--- src/rtl/scsi_dout_pkg.sv ---
package scsi_dout_pkg;
  typedef enum logic [2:0] {
    ST_IDLE,   // lines released
    ST_SETUP,  // byte driven, waiting for ACK high to open a cycle
    ST_REQ,    // REQ low, waiting for ACK fall
    ST_RISE,   // REQ high, next byte driven, waiting for ACK rise
    ST_TAIL    // limit reached, waiting for ACK rise or an extension
  } eng_st_t;

  // Parity value driven with the underrun placeholder (odd parity of 0 is 1).
  localparam logic PH_PARITY = 1'b0;
endpackage

--- src/rtl/dout_ack_sync.sv ---
module dout_ack_sync #(
  parameter int STAGES = 2
) (
  input  logic clk,
  input  logic rst,
  input  logic ack_n_in,
  output logic ack_hi,
  output logic ack_fall,
  output logic ack_rise
);
  logic [STAGES-1:0] sh;
  logic              last;

  always_ff @(posedge clk) begin
    if (rst) begin
      sh   <= '1;
      last <= 1'b1;
    end else begin
      sh   <= {sh[STAGES-2:0], ack_n_in};
      last <= sh[STAGES-1];
    end
  end

  assign ack_hi   = sh[STAGES-1];
  assign ack_fall = last & ~sh[STAGES-1];
  assign ack_rise = ~last & sh[STAGES-1];
endmodule

--- src/rtl/dout_stage_buf.sv ---
module dout_stage_buf #(
  parameter int DEPTH = 256,
  parameter int AW    = 8,
  parameter int WIDTH = 9
) (
  input  logic             clk,
  input  logic             we,
  input  logic [AW-1:0]    waddr,
  input  logic [WIDTH-1:0] wdata,
  input  logic [AW-1:0]    raddr,
  output logic [WIDTH-1:0] rdata
);
  logic [WIDTH-1:0] mem [DEPTH];

  always_ff @(posedge clk) begin
    if (we) mem[waddr] <= wdata;
    if (we && (waddr == raddr)) rdata <= wdata;
    else                        rdata <= mem[raddr];
  end
endmodule

--- src/rtl/dout_win_track.sv ---
module dout_win_track #(
  parameter int DEPTH = 256,
  parameter int AW    = 8
) (
  input  logic          clk,
  input  logic          rst,
  input  logic          wr_en,
  input  logic          rd_adv,
  input  logic          refill_ack,
  output logic          wr_acc,
  output logic [AW-1:0] waddr,
  output logic [AW-1:0] raddr,
  output logic          empty,
  output logic          refill_req,
  output logic          ovr_hit
);
  localparam int HALF = DEPTH / 2;

  logic [AW:0] wr_idx, rd_idx, fill_lim, level, room, rd_nxt;
  logic        half_p, full_p, x_half, x_full;

  assign level  = wr_idx - rd_idx;
  assign room   = fill_lim - wr_idx;
  assign empty  = (level == '0);
  assign wr_acc = wr_en && (room != '0);
  assign rd_nxt = rd_idx + 1'b1;
  assign x_half = rd_adv && (rd_nxt[AW-1:0] == AW'(HALF));
  assign x_full = rd_adv && (rd_nxt[AW-1:0] == '0);
  assign ovr_hit = (x_half && full_p) || (x_full && half_p);
  assign waddr  = wr_idx[AW-1:0];
  assign raddr  = rd_idx[AW-1:0];
  assign refill_req = half_p | full_p;

  always_ff @(posedge clk) begin
    if (rst) begin
      wr_idx   <= '0;
      rd_idx   <= '0;
      fill_lim <= (AW+1)'(DEPTH);
      half_p   <= 1'b0;
      full_p   <= 1'b0;
    end else begin
      if (wr_acc) wr_idx <= wr_idx + 1'b1;
      if (rd_adv) rd_idx <= rd_nxt;
      if (x_half || x_full) fill_lim <= fill_lim + (AW+1)'(HALF);
      if (refill_ack) begin
        half_p <= 1'b0;
        full_p <= 1'b0;
      end
      if (x_half) half_p <= 1'b1;
      if (x_full) full_p <= 1'b1;
    end
  end
endmodule

--- src/rtl/scsi_dout_engine.sv ---
module scsi_dout_engine #(
  parameter int DW          = 8,
  parameter int DEPTH       = 256,
  parameter int CNT_W       = 16,
  parameter int SYNC_STAGES = 2
) (
  input  logic             clk,
  input  logic             rst,
  input  logic             wr_en,
  input  logic [DW-1:0]    wr_data,
  input  logic             cnt_wr,
  input  logic [CNT_W-1:0] cnt_val,
  input  logic             refill_ack,
  input  logic             abort,
  input  logic             ack_n,
  output logic             req_n,
  output logic [DW-1:0]    db_out,
  output logic             dbp_out,
  output logic             db_oe,
  output logic             refill_req,
  output logic             buf_empty,
  output logic             done,
  output logic             overrun
);
  import scsi_dout_pkg::*;

  localparam int AW = $clog2(DEPTH);
  localparam int EW = DW + 1;

  eng_st_t          st;
  logic             ack_hi, ack_fall, ack_rise;
  logic             wr_acc, empty, ovr_hit, load, rd_adv, start, ext_ok;
  logic [AW-1:0]    waddr, raddr;
  logic [EW-1:0]    rd_q;
  logic [CNT_W-1:0] sent, limit, lim_eff, sent_inc;

  dout_ack_sync #(.STAGES(SYNC_STAGES)) u_sync (
    .clk(clk), .rst(rst), .ack_n_in(ack_n),
    .ack_hi(ack_hi), .ack_fall(ack_fall), .ack_rise(ack_rise)
  );

  dout_win_track #(.DEPTH(DEPTH), .AW(AW)) u_win (
    .clk(clk), .rst(rst), .wr_en(wr_en), .rd_adv(rd_adv),
    .refill_ack(refill_ack), .wr_acc(wr_acc), .waddr(waddr),
    .raddr(raddr), .empty(empty), .refill_req(refill_req),
    .ovr_hit(ovr_hit)
  );

  dout_stage_buf #(.DEPTH(DEPTH), .AW(AW), .WIDTH(EW)) u_buf (
    .clk(clk), .we(wr_acc), .waddr(waddr),
    .wdata({~^wr_data, wr_data}), .raddr(raddr), .rdata(rd_q)
  );

  assign buf_empty = empty;
  assign ext_ok    = cnt_wr && (cnt_val != '0);
  assign start     = (st == ST_IDLE) && ext_ok && !abort;
  assign lim_eff   = (cnt_wr && (st != ST_IDLE)) ? limit + cnt_val : limit;
  assign sent_inc  = sent + 1'b1;

  always_comb begin
    load = 1'b0;
    unique case (st)
      ST_IDLE: load = start;
      ST_REQ:  load = ack_fall && (sent_inc != lim_eff);
      ST_TAIL: load = ext_ok;
      default: load = 1'b0;
    endcase
    if (abort) load = 1'b0;
  end

  assign rd_adv = load && !empty;

  always_ff @(posedge clk) begin
    if (rst) begin
      st      <= ST_IDLE;
      req_n   <= 1'b1;
      db_out  <= '0;
      dbp_out <= 1'b0;
      db_oe   <= 1'b0;
      sent    <= '0;
      limit   <= '0;
      done    <= 1'b0;
      overrun <= 1'b0;
    end else begin
      done <= 1'b0;
      if (cnt_wr && (st != ST_IDLE)) limit <= lim_eff;
      if (load) begin
        db_out  <= empty ? '0 : rd_q[DW-1:0];
        dbp_out <= empty ? PH_PARITY : rd_q[DW];
        db_oe   <= 1'b1;
      end
      if (abort || ovr_hit) begin
        st      <= ST_IDLE;
        req_n   <= 1'b1;
        db_oe   <= 1'b0;
        db_out  <= '0;
        dbp_out <= 1'b0;
        if (ovr_hit) overrun <= 1'b1;
      end else begin
        unique case (st)
          ST_IDLE: if (start) begin
            limit   <= cnt_val;
            sent    <= '0;
            overrun <= 1'b0;
            st      <= ST_SETUP;
          end
          ST_SETUP: if (ack_hi) begin
            req_n <= 1'b0;
            st    <= ST_REQ;
          end
          ST_REQ: if (ack_fall) begin
            req_n <= 1'b1;
            sent  <= sent_inc;
            st    <= (sent_inc != lim_eff) ? ST_RISE : ST_TAIL;
          end
          ST_RISE: if (ack_rise) begin
            req_n <= 1'b0;
            st    <= ST_REQ;
          end
          ST_TAIL: begin
            if (ext_ok) begin
              st <= ST_SETUP;
            end else if (ack_rise) begin
              st      <= ST_IDLE;
              db_oe   <= 1'b0;
              db_out  <= '0;
              dbp_out <= 1'b0;
              done    <= 1'b1;
            end
          end
          default: st <= ST_IDLE;
        endcase
      end
    end
  end
endmodule

--- config.mk ---
export PLATFORM = sky130hd
export DESIGN_NAME = scsi_dout_engine
export DESIGN_NICKNAME = d
export VERILOG_FILES = /design/src/rtl/scsi_dout_pkg.sv /design/src/rtl/dout_ack_sync.sv /design/src/rtl/dout_stage_buf.sv /design/src/rtl/dout_win_track.sv /design/src/rtl/scsi_dout_engine.sv
export SDC_FILE = /design/constraint.sdc
export NUM_CORES = 2
export LEC_CHECK = 0
export BUFFER_PORTS_ARGS = -buffer_cell sky130_fd_sc_hd__buf_2
export CAP_MARGIN = 20
export CORE_UTILIZATION = 49
export CTS_CLUSTER_DIAMETER = 100
export DETAILED_ROUTE_END_ITERATION = 8
export SYNTH_ARGS = -nofsm -noshare
export SYNTH_HDL_FRONTEND = slang
export SYNTH_HIERARCHICAL = 1
export SYNTH_SLANG_ARGS = --single-unit
--- constraint.sdc ---
create_clock -name clk -period 13.4 [get_ports clk]
set_input_delay 2.68 -clock clk [delete_from_list [all_inputs] [get_ports clk]]
set_output_delay 2.68 -clock clk [all_outputs]
set_load 0.1 [all_outputs]
Word-level counts from Yosys, hierarchy flattened:

Memory sizes are Yosys's and may differ from the RTL's. A register that Yosys moved wholly into a read port is not among the register bits.
Cells that the tools add are included.

* add/subtract/negate cells: 7
* equality and inequality tests: 12
* mux-type cells: 46
* bitwise logic cells: 7
* reduce and logical (&&, ||, !) cells: 35

Operator list (number)
* $mux 16: 7
* $mux 8: 5
* $pmux 16 s2: 1
* $mux 1: 23
* $mux 3: 7
* $add 9x1->9 const B: 2
* $sub 9x9->9: 2
* $add 16x1->16 const B: 1
* $add 16x16->16: 1
* $ne 16x16->1: 1
* $reduce_bool 16->1: 1
* $pmux 3 s5: 1
* $logic_and 1x1->1: 11
* $reduce_bool 2->1: 5
* $add 9x8->9 const B: 1
* $logic_not 9->1: 1
* $reduce_bool 9->1: 1
* $eq 8x8->1 const B: 1
* $logic_not 8->1: 1
* $ne 2x2->1 const B: 4
* $reduce_and 4->1: 2
* $reduce_xnor 8->1: 1
* $eq 3x2->1 const B: 2
* $pmux 1 s3: 2
* other kinds (15): 23

* flip-flop bits (word level): 80
* memory bits (writable): 2304
* bits of input ports: 31
* output and inout port bits: 15
* memories kept: 1

Memory list
* u_buf.mem: depth 256, width 9, rd ports 1, clocked after Yosys merged registers in 1, wr ports 1, RTL line dout_stage_buf.sv:13 `logic [WIDTH-1:0] mem [DEPTH];`

Longest topological paths before layout:

* depth in word-level cells: 14
* gate-level depth with buffers: 23
* gate-level depth less buffers: 20

Modules after synthesis:

Netlist, hierarchy kept.

Modules (own cells, without submodules)
* dout_stage_buf: times used 1, cells an instance 4236, area an instance 89258.1 um^2, seq. area each 69346.5 um^2
* scsi_dout_engine: times used 1, cells an instance 530, area an instance 4006.3 um^2, seq. area each 960.9 um^2
* dout_win_track: times used 1, cells an instance 201, area an instance 1621.6 um^2, seq. area each 440.4 um^2
* dout_ack_sync: times used 1, cells an instance 8, area an instance 92.6 um^2, seq. area each 60.1 um^2

Worst setup path before layout:

Ideal clock, no wire load.

* path type: input to register
* from: in wr_data[7]
* to: mem u_buf.mem[0][8], data pin
* setup time: 1.647 ns
* arrival time: 10.205 ns
* setup slack: 1.549 ns
* stages on the path: 3
* path buffers: 0
* path through: xnor2_1 -> xnor2_1 -> xnor2_1

* word-level cells in the longest chain between the ends: 1

Ends and longest elaborated chain
* start, declared: RTL line scsi_dout_engine.sv:10 `input logic [DW-1:0] wr_data,`
* $reduce_xnor 8->1: RTL line scsi_dout_engine.sv:51 `.wdata({~^wr_data, wr_data}), .raddr(raddr), .rdata(rd_q)`
* end, declared: RTL line dout_stage_buf.sv:13

No other way between the ends.

Final worst setup path:

* from: in cnt_val[0]
* to: reg limit[6]

* word-level cells in the longest chain between the ends: 12
* elaborated cells on any way between the ends: 21
* classes of those cells: 1 x add/sub; 1 x eq/ne; 7 x mux; 12 x reduce/logical

Ends and longest elaborated chain
* start, declared: RTL line scsi_dout_engine.sv:12 `input logic [CNT_W-1:0] cnt_val,`
* $add 16x16->16 / $reduce_bool 16->1 (equally long branches): RTL line scsi_dout_engine.sv:57, scsi_dout_engine.sv:55
* $mux 16 / $logic_and 1x1->1 (equally long branches): RTL line scsi_dout_engine.sv:57, scsi_dout_engine.sv:55
* $ne 16x16->1 / $logic_and 1x1->1 (equally long branches): RTL line scsi_dout_engine.sv:64, scsi_dout_engine.sv:56
* $logic_and 1x1->1, on equally long branches: RTL line scsi_dout_engine.sv:64, scsi_dout_engine.sv:56
* $pmux 1 s3 (*): RTL line scsi_dout_engine.sv:62 `unique case (st)`
* $mux 1 (*): RTL line scsi_dout_engine.sv:68 `if (abort) load = 1'b0;`
* $logic_and 1x1->1 (*): RTL line scsi_dout_engine.sv:71 `assign rd_adv = load && !empty;`
* net rd_adv: RTL line scsi_dout_engine.sv:32 `logic wr_acc, empty, ovr_hit, load, rd_adv, start, ext_ok;`
* $logic_and 1x1->1, on equally long branches: RTL line dout_win_track.sv:27, dout_win_track.sv:28
* $logic_and 1x1->1: RTL line dout_win_track.sv:29 `assign ovr_hit = (x_half && full_p) || (x_full && half_p);`
* $logic_or 1x1->1 (*): RTL line dout_win_track.sv:29
* net ovr_hit: RTL line scsi_dout_engine.sv:32
* $logic_or 1x1->1 (*): RTL line scsi_dout_engine.sv:92 `if (abort || ovr_hit) begin`
* $mux 16 (*): RTL line scsi_dout_engine.sv:92
* end signal, assigned: RTL line scsi_dout_engine.sv:86 `if (cnt_wr && (st != ST_IDLE)) limit <= lim_eff;`
* end signal, assigned: RTL line scsi_dout_engine.sv:102 `limit <= cnt_val;`
* end, declared: RTL line scsi_dout_engine.sv:35 `logic [CNT_W-1:0] sent, limit, lim_eff, sent_inc;`

Mark *: on every way through the listed nets, which the timed path passes. The rest lies on a longest branch.
A chain may end at the register's enable or synchronous reset.

==> reports/summary.txt <==
WP data arrival -> 8.56 ns
Floorplan Core Area -> 0.193 mm2
Top-area cell type share of the netlist area -> 72.8%
Ys flop type -> edfxtp_1
CTS hold repair buffers -> 0
# rows -> 161
Initial drt markers -> 5600
Post-DP HPWL -> 146 mm
Post-synthesis sequential element count -> 2385
Post-route ant nets -> 0
WP data required -> 14.16 ns
Vias in the first global route -> 49000
Worst path cell trace -> buf_2 -> ha_1 -> inv_1 -> fa_1 -> nand2b_1 -> a211oi_4 -> o21ai_2 -> o41ai_1 -> or3_1 -> a2111oi_0 -> and4_1 -> a21bo_1 -> a21oi_1 -> nand4_1 -> nor3_1 -> nor2_1 -> nand2b_1 -> nor2_1 -> a311oi_1
Min Tclk post-route -> 7.80 ns
Area grow syn2layout -> 11.1%
CTS tree -> built
Slew headroom -> 18.0%
Share of cells above drive strength 1 -> 19.5%
Maximum fanout along the worst path -> 22
Die X -> 442 um
Initial antenna violation count -> 9
GR Util All Layers -> 24.6%
Routed via count -> 49200
Flop2flop setup slack -> 7.18 ns
Worst Setup Start Kind -> input pin
Register area share after synthesis -> 74.6%
Die area -> 0.196 mm2
Max incr delay on CP -> 0.75 ns
Worst hold path type -> reg2reg
Buffers from clock root to sink, at most -> 3
Pwr/cell area -> 154 mW/mm2
Worst-Margin Slew -> 1.23 ns
RR Endpoint -> limit[6]
Final WL -> 242 mm
Critical path's top delay family -> simple AND/OR/NAND/NOR gates
DRC -> 0
Post-synth EDFFs -> 2304
Post-CTS setup buffer count -> 0
RR Startpoint -> limit[0]
Fillcell total -> 14800
GRT overflow -> 0
Outcome -> completed
DP Area -> 0.0976 mm2
Netlist cell types -> 97
Starting Density -> 49.3%
Mapped Nets -> 5036
Worst hold margin -> 0.410 ns
Design Power -> 16.2 mW
Hold_sp -> u_win/rd_idx[7]
Drt pass-1 iters -> 6
Max-capacitance violation count -> 0
Synth warn -> 6
First-pass GRT wire length -> 348 mm
Fmax -> 128 MHz
Final-report hold violation count -> 0
Synth area leader -> edfxtp_1
WL/cell -> 31.0 um
Post-synth ARST share -> 0%
Final worst clock skew -> 0.0533 ns
Vias per cell -> 6.32
Top cells by area, synth -> edfxtp_1 (73%), mux4_2 (11%), mux2i_1 (2.0%)
Htree depth -> 4
Top Ports -> 46
Dpl cells -> 7334
# port buffers -> 45
Mapped Area -> 0.0950 mm2
Min-Delay Path Depth -> 0
CTS Sinks -> 2385
Worst-path clk slew -> 0.06 ns
Crit Path Class -> in2reg
Clock latency on the worst-skew pair -> 0.86 ns
PostCTS Resize Cnt -> 0
Syn_area_per_cell -> 19.1 um2
Die H -> 442 um
Largest net degree at the start of global routing -> 181
Number of buffers created by CTS -> 236
Post-Layout Cell Count -> 7789
RSZ-0062 raised after global routing -> no
Root Buffer -> clkbuf_16
Post-route cell area -> 0.106 mm2
LEAKAGE -> 31.8 nW
GPL Wtd Cong -> 0.886
Fin. max-slew vios -> 0
Cells on worst reg2reg path -> 18
Max VDD drop -> 0.146 mV
CP bufs+invs -> 2
Period utilisation layout -> 58.2%
Slowest-stage cell, CP -> nand2b_1
Gate Count Post-Synth -> 4975
Setup violations, final -> 0
Final #Nets -> 5122
Critical path capture point type -> register
Final setup TNS -> 0 ns
Levels on crit path -> 19
-- kinds of logic (layout without fill, tap and decap cells) --
| logic type | count (synthesis) | in the layout | synth area share, % |
|---|---|---|---|
| xor+xnor | 60 | 60 | 0.584 |
| other cells | 0 | 2 | 0 |
| compound gates | 668 | 668 | 4.84 |
| simple gates | 808 | 808 | 4.00 |
| buf+inv | 337 | 623 | 2.04 |
| mux | 687 | 687 | 13.6 |
| flops | 2385 | 2385 | 74.6 |
| fa+ha+maj | 30 | 30 | 0.403 |
-- cell type report --
class                      count  area (um2)  area share, %
multi-input combinational   2253       22300           21.2
tap                         2526        3160           2.99
antenna                        2        5.00        0.00474
timing repair buffer         158        1300           1.23
sequential                  2385       70800           67.1
inverter                      27         101         0.0960
clock buffer                 283        6080           5.76
clock inverter               155        1740           1.65
-- report_power, final --
group	leakage (nW)	internal (mW)	total [mW]	switching (mW)
Clock	3.77	3.80	6.66	2.86
Sequential	21.4	8.28	8.30	0.0222
Combinational	6.71	0.496	1.26	0.768
-- through the flow --
step,util (%),setup WS (ns)
2_1_floorplan,-,1.55
3_3_place_gp,50.6,4.91
4_1_cts,54.7,5.74
6_report,54.8,5.60
3_5_place_dp,50.7,4.80
5_1_grt,54.8,5.12
-- flip-flops by register name, summed over array words and instances, names as in the netlist, 2 cells and up, named ones only --
name,count
sent,16
st,3
limit,16
u_buf/mem,2304
u_win/fill_lim,2
u_win/wr_idx,9
u_sync/sh,2
u_win/rd_idx,9
db_out,8
-- cell usage in the layout (no fill, tap or decap), types with 47 or more instances in the layout --
cell type     n
nand2_1      98
nor3_1       50
edfxtp_1   2304
nor2_1      387
mux4_2      467
clkbuf_1     47
mux2i_1     188
dfxtp_1      75
clkbuf_16   236
o21ai_0      65
o22ai_1      68
a21oi_1     151
buf_4        91
nand3_1      61
clkinv_1     58
a22oi_1     176
-- cells in the mapped netlist, types with 16 or more instances --
master / number
a211oi_1: 35
a21oi_1: 151
a22oi_1: 176
and3_1: 16
buf_1: 17
buf_2: 66
buf_4: 46
buf_6: 27
clkbuf_1: 137
dfxtp_1: 81
edfxtp_1: 2304
ha_1: 29
inv_1: 26
mux2_2: 22
mux2i_1: 188
mux4_2: 467
nand2_1: 98
nand3_1: 61
nand4_1: 28
nor2_1: 389
nor2b_1: 39
nor3_1: 50
nor4_1: 37
o21ai_0: 65
o221ai_1: 36
o22ai_1: 68
xnor2_1: 46
-- worst max path at each step --
stage / from / endpoint / slack (ns)
after CTS: cnt_val[0] / limit[6] / 5.74
after global routing: cnt_val[0] / limit[15] / 5.12
after floorplan: wr_data[7] / u_buf/mem[0][8] / 1.55
final: cnt_val[0] / limit[6] / 5.60
after detailed placement: cnt_val[0] / limit[8] / 4.80
after global placement: cnt_val[0] / limit[15] / 4.91
-- routing by layer --
layer / vias to the layer above / track usage [%] / share of wire (%)
li1: 20600 / - / -
met2: 1928 / 38.7 / 48
met4: 4 / 7.82 / 3.1
met3: 344 / 4.12 / 7.0
met5: - / 0 / 0.015
met1: 26300 / 35.2 / 42
Power figures use the tool's default switching activity.
